==> src/rtl/fiq_latch.sv <==
module fiq_latch #(
  parameter int SYNC = 2
) (
  input  logic       clk,
  input  logic       rst_n,
  input  logic       ext_fiq_n,
  input  logic       reg_wr,
  input  logic [2:0] reg_wdata,
  output logic [2:0] reg_rdata,
  output logic       cpu_fiq_n
);

  logic [SYNC:0] sh;
  logic          flag, mask, mode;
  logic          synced, prev, hit, clr;

  assign synced = sh[SYNC-1];
  assign prev   = sh[SYNC];
  assign hit    = mode ? !synced : (prev && !synced);
  assign clr    = reg_wr && reg_wdata[0];

  always_ff @(posedge clk or negedge rst_n)
    if (!rst_n) sh <= '1;
    else        sh <= {sh[SYNC-1:0], ext_fiq_n};

  always_ff @(posedge clk or negedge rst_n)
    if (!rst_n) begin
      flag <= 1'b0;
      mask <= 1'b1;
      mode <= 1'b0;
    end else begin
      flag <= hit || (flag && !clr);
      if (reg_wr) begin
        mask <= reg_wdata[1];
        mode <= reg_wdata[2];
      end
    end

  always_ff @(posedge clk or negedge rst_n)
    if (!rst_n) cpu_fiq_n <= 1'b1;
    else        cpu_fiq_n <= !(flag && !mask);

  assign reg_rdata = {mode, mask, flag};

  a_r8_flag_holds: assert property (@(posedge clk) disable iff (!rst_n)
    reg_rdata[0] && !(reg_wr && reg_wdata[0]) |=> reg_rdata[0]);

  a_r9_request_wins: assert property (@(posedge clk) disable iff (!rst_n)
    hit && reg_wr && reg_wdata[0] |=> reg_rdata[0]);

  a_r5_mask_blocks: assert property (@(posedge clk) disable iff (!rst_n)
    reg_rdata[1] |=> cpu_fiq_n);

  a_r6_line_low: assert property (@(posedge clk) disable iff (!rst_n)
    reg_rdata[0] && !reg_rdata[1] |=> !cpu_fiq_n);

  a_r7_idle_high: assert property (@(posedge clk) disable iff (!rst_n)
    !reg_rdata[0] |=> cpu_fiq_n);

  a_r10_mask_write: assert property (@(posedge clk) disable iff (!rst_n)
    reg_wr |=> reg_rdata[2:1] == $past(reg_wdata[2:1]));

  a_r4_level_sets: assert property (@(posedge clk) disable iff (!rst_n)
    reg_rdata[2] && !synced |=> reg_rdata[0]);

endmodule

==> config.mk <==
export PLATFORM = sky130hd
export DESIGN_NAME = fiq_latch
export DESIGN_NICKNAME = d
export VERILOG_FILES = /design/src/rtl/fiq_latch.sv
export SDC_FILE = /design/constraint.sdc
export NUM_CORES = 1
export LEC_CHECK = 0
export ABC_AREA = 1
export ABC_CLOCK_PERIOD_IN_PS = 1100
export BUFFER_PORTS_ARGS = -buffer_cell sky130_fd_sc_hd__buf_2
export CAP_MARGIN = 25
export CORE_AREA = 2 2 39 41
export CTS_CLUSTER_SIZE = 16
export DETAILED_ROUTE_END_ITERATION = 16
export DIE_AREA = 0 0 41 43
export PLACE_DENSITY = 0.45
export SLEW_MARGIN = 30
export SYNTH_ARGS = -nofsm -noshare
export SYNTH_HDL_FRONTEND = slang
export SYNTH_SLANG_ARGS = --single-unit
==> constraint.sdc <==
create_clock -name clk -period 1.1 [get_ports clk]
set_clock_uncertainty 0.1 [all_clocks]
set_input_delay 0.165 -clock clk [delete_from_list [all_inputs] [get_ports clk]]
set_output_delay 0.165 -clock clk [all_outputs]
set_load 0.1 [all_outputs]
After elaboration in Yosys (flattened, before gate mapping):

Index checks and enable logic that the tools add are counted.

* flip-flop bits (word level): 7
* word-level logic and storage cells: 15

* mux-type cells: 1
* reduce and logical (&&, ||, !) cells: 9

Operator list (number)
* $logic_and A1 B1 Y1: 4
* $logic_not A1 Y1: 4
* $logic_or A1 B1 Y1: 1
* $mux W1: 1

Depth between registers and ports, before layout:

* word-level depth: 4
* mapped depth: 3

Worst setup path after synthesis:

Ideal clock, no wire load.

* path type: flip-flop to output port
* start: reg cpu_fiq_n
* end: out cpu_fiq_n
* arrival time: 0.823 ns
* data required time: 0.835 ns
* path slack: 0.012 ns
* cell stages (with the launch flop): 1
* path buffers: 0
* cells stage by stage: dfstp_2

RTL lines
* from (decl): line 10 `output logic cpu_fiq_n`
* from (signal assigned): line 41 `else cpu_fiq_n <= !(flag && !mask);`

No word-level cell between the ends.

Worst setup path after layout:

* start: reg mask
* end: out reg_rdata[1]

RTL lines
* from (decl): line 14 `logic flag, mask, mode;`
* from (signal assigned): line 34 `mask <= reg_wdata[1];`
* to (decl): line 9 `output logic [2:0] reg_rdata,`

No word-level cell between the ends.

==> impl_metrics.toml <==
[setup_path]
cp_top_family = "flip-flops"
crit_fanout = 2
end_kind = "output pin"
reg2reg_depth = 3
worst-path-buf-inv = 1
path_depth = 1
cp_data_arrival_time_ns = 0.97
slowest_delay_ns = 0.55
critPathCapture = "reg_rdata[1]"
crit_start = "mask"
worstPathRequired_ns = 0.83
slowest_stage = "dfstp_2"
r2r_end = "flag"
path_cells = "buf_12"
ff2ff_setup_slack_ns = 0.12
timing.rr.start = "mode"
worst-setup-path-type = "register to output pin"
startpoint_type = "register"

[routing]
totalWireLength_um = 398
dr.pass1.iters = 4
first_iter_violations = 5
wl_per_cell_um = 7.654
dr_total_vias = 181
drc = 0
vias_per_cell = 3.481
drtAntennaViolNets = 0

[finish]
layoutNonFillerInstCount = 52
finalInstanceArea_um2 = 414.1
seq_area_um2 = 181.4
multi_input_area_um2 = 37.54
final_nets = 44
syn2layout_area_growth_pct = 63.86
fillers = 138
drive_gt1_frac = 0.5278
diodes = 0

[placement]
place_area_um2 = 360.3
place_congestion = 0.5575
port-buffer-count = 10
dp_cells = 45
pre_cts_ws_ns = 0.1295

[logic_synthesis]
syn_area_um2 = 252.7
synth_cell_types = 6
synth_top_area_frac = 0.5198
syn_inst = 22
synth_area_leaders = "dfstp_2, dfrtp_1, buf_4, nand2_1, o21ai_0"
ys_ff_latch = 7
yosysSeqAreaShare = 0.7178
yosys.area.top_type = "dfstp_2"
synth_nets = 29
yosys_warnings = 0
synth.avg_cell_area_um2 = 11.49

[sta]
tns_ns = -0.2543
timing.final.ws_setup_ns = -0.1333
min_period_ns = 1.233
relSlewSlack = 0.8933
setup_viol = 3
fmax_mhz = 810.8
fin_crit_sh = 1.121
slew_viol_final = 0
rsz0062_at_grt = "true"
worst_pin_slew_ns = 0.1583
finalHoldViolCount = 0

[hold_path]
min_path_cells = 3
hp-class = "input pin to register"

[clock_network]
cts_tree = "yes"
cts_resized = 0
clk_path_buf_depth = 2
cts_root_buf = "clkbuf_4"
h-tree-depth = 1
clk_pin_slew_worst_paths_ns = 0.05
clk_latency_ns = 0.24
cts_made_buffers = 3
cts_sinks = 7

[power]
peakVddDrop_mv = 0.7618
totalPowerFinal_mw = 0.7554
powerDensity_mw_per_mm2 = 1824
p_leak_nw = 0.1995

[die]
fp.dieW_um = 41
dieArea_mm2 = 0.001763
rows = 14
ios = 11
start_util = 0.1826
coreArea_mm2 = 0.001384
die_h_um = 43

[global_route]
first_global_vias = 189
grt_use_total = 0.06282
grt_first_pass_wirelength_um = 683
overflow = 0
grt_max_degree = 8
antenna_found_initial = 0

[outcome]
violations = "negative setup slack"
status = "complete, but fails checks"

[run]
drv_cap = 0
## kinds of logic (layout without fill, tap and decap cells)
group / count (synthesis) / after routing / synth area share
buffers and inverters: 6 / 20 / 0.1337
AND/OR/NAND/NOR: 6 / 6 / 0.08910
AO/OA/AOI/OAI: 3 / 3 / 0.05939
flip-flops: 7 / 7 / 0.7178
## cells in the mapped netlist, drive strengths merged
| master | count |
|---|---|
| inv | 3 |
| o21ai | 3 |
| dfrtp | 2 |
| buf | 3 |
| dfstp | 5 |
| nand2 | 6 |
## timing repair
item                       4_1_cts  5_1_grt
setup endpoints to repair        4        4
hold buffers                     2        0
pin swaps                        0        0
hold endpoints to repair         8        0
buffers inserted                 1        0
## power by group
part / internal (mW) / switching [mW] / leakage (nW) / total [mW]
clock network: 0.138 / 0.0878 / 0.0150 / 0.226
logic: 0.0816 / 0.142 / 0.109 / 0.223
registers: 0.290 / 0.0169 / 0.0753 / 0.306
## layer usage
layer	share of wire	GRT usage
met1	0.39	0.05960
met2	0.43	0.09063
met3	0.17	0.06283
met4	0	0.02000
met5	0	0
## stage by stage
stage	utilization	hold WS (ns)
final	0.2993	0.03616
after global routing	0.2993	0.04761
after CTS	0.2993	0.03514
after detailed placement	0.2604	-0.09273
after global placement	0.2604	-0.09746
after floorplan	-	-0.2306
## cells in the final DEF (no fill, tap or decap)
cell type / n
dfstp_2: 5
clkbuf_1: 1
nand2_1: 6
inv_1: 3
buf_12: 4
clkbuf_4: 3
dlygate4sd3_1: 2
o21ai_0: 3
dfrtp_1: 2
buf_2: 6
buf_4: 1
## flip-flops by register name, indices dropped and copies added (netlist names)
signal and cells:
mask 1, mode 1, sh 3, flag 1, cpu_fiq_n 1
## worst reg2reg max path: stages (launching register included)
cell and delay (ns):
dfrtp_1 0.40, buf_4 0.15, o21ai_0 0.15, nand2_1 0.07
## layout make-up
| cell class | instances | share of cell area |
|---|---|---|
| Clock buffer | 4 | 0.06344 |
| Inverter | 3 | 0.02719 |
| Multi-Input combinational cell | 9 | 0.09063 |
| Sequential cell | 7 | 0.4381 |
| Tap cell | 16 | 0.04834 |
| Timing Repair Buffer | 13 | 0.3323 |
## worst min-delay path by stage
stage                             from  slack [ns]    to
after floorplan                  rst_n       -0.23  flag
after global placement           rst_n        -0.1  flag
after detailed placement         rst_n       -0.09  flag
after CTS                 reg_wdata[1]        0.04  mask
after global routing            reg_wr        0.05  mask
final                     reg_wdata[1]        0.04  mask
(Power assumes the default switching activity.)
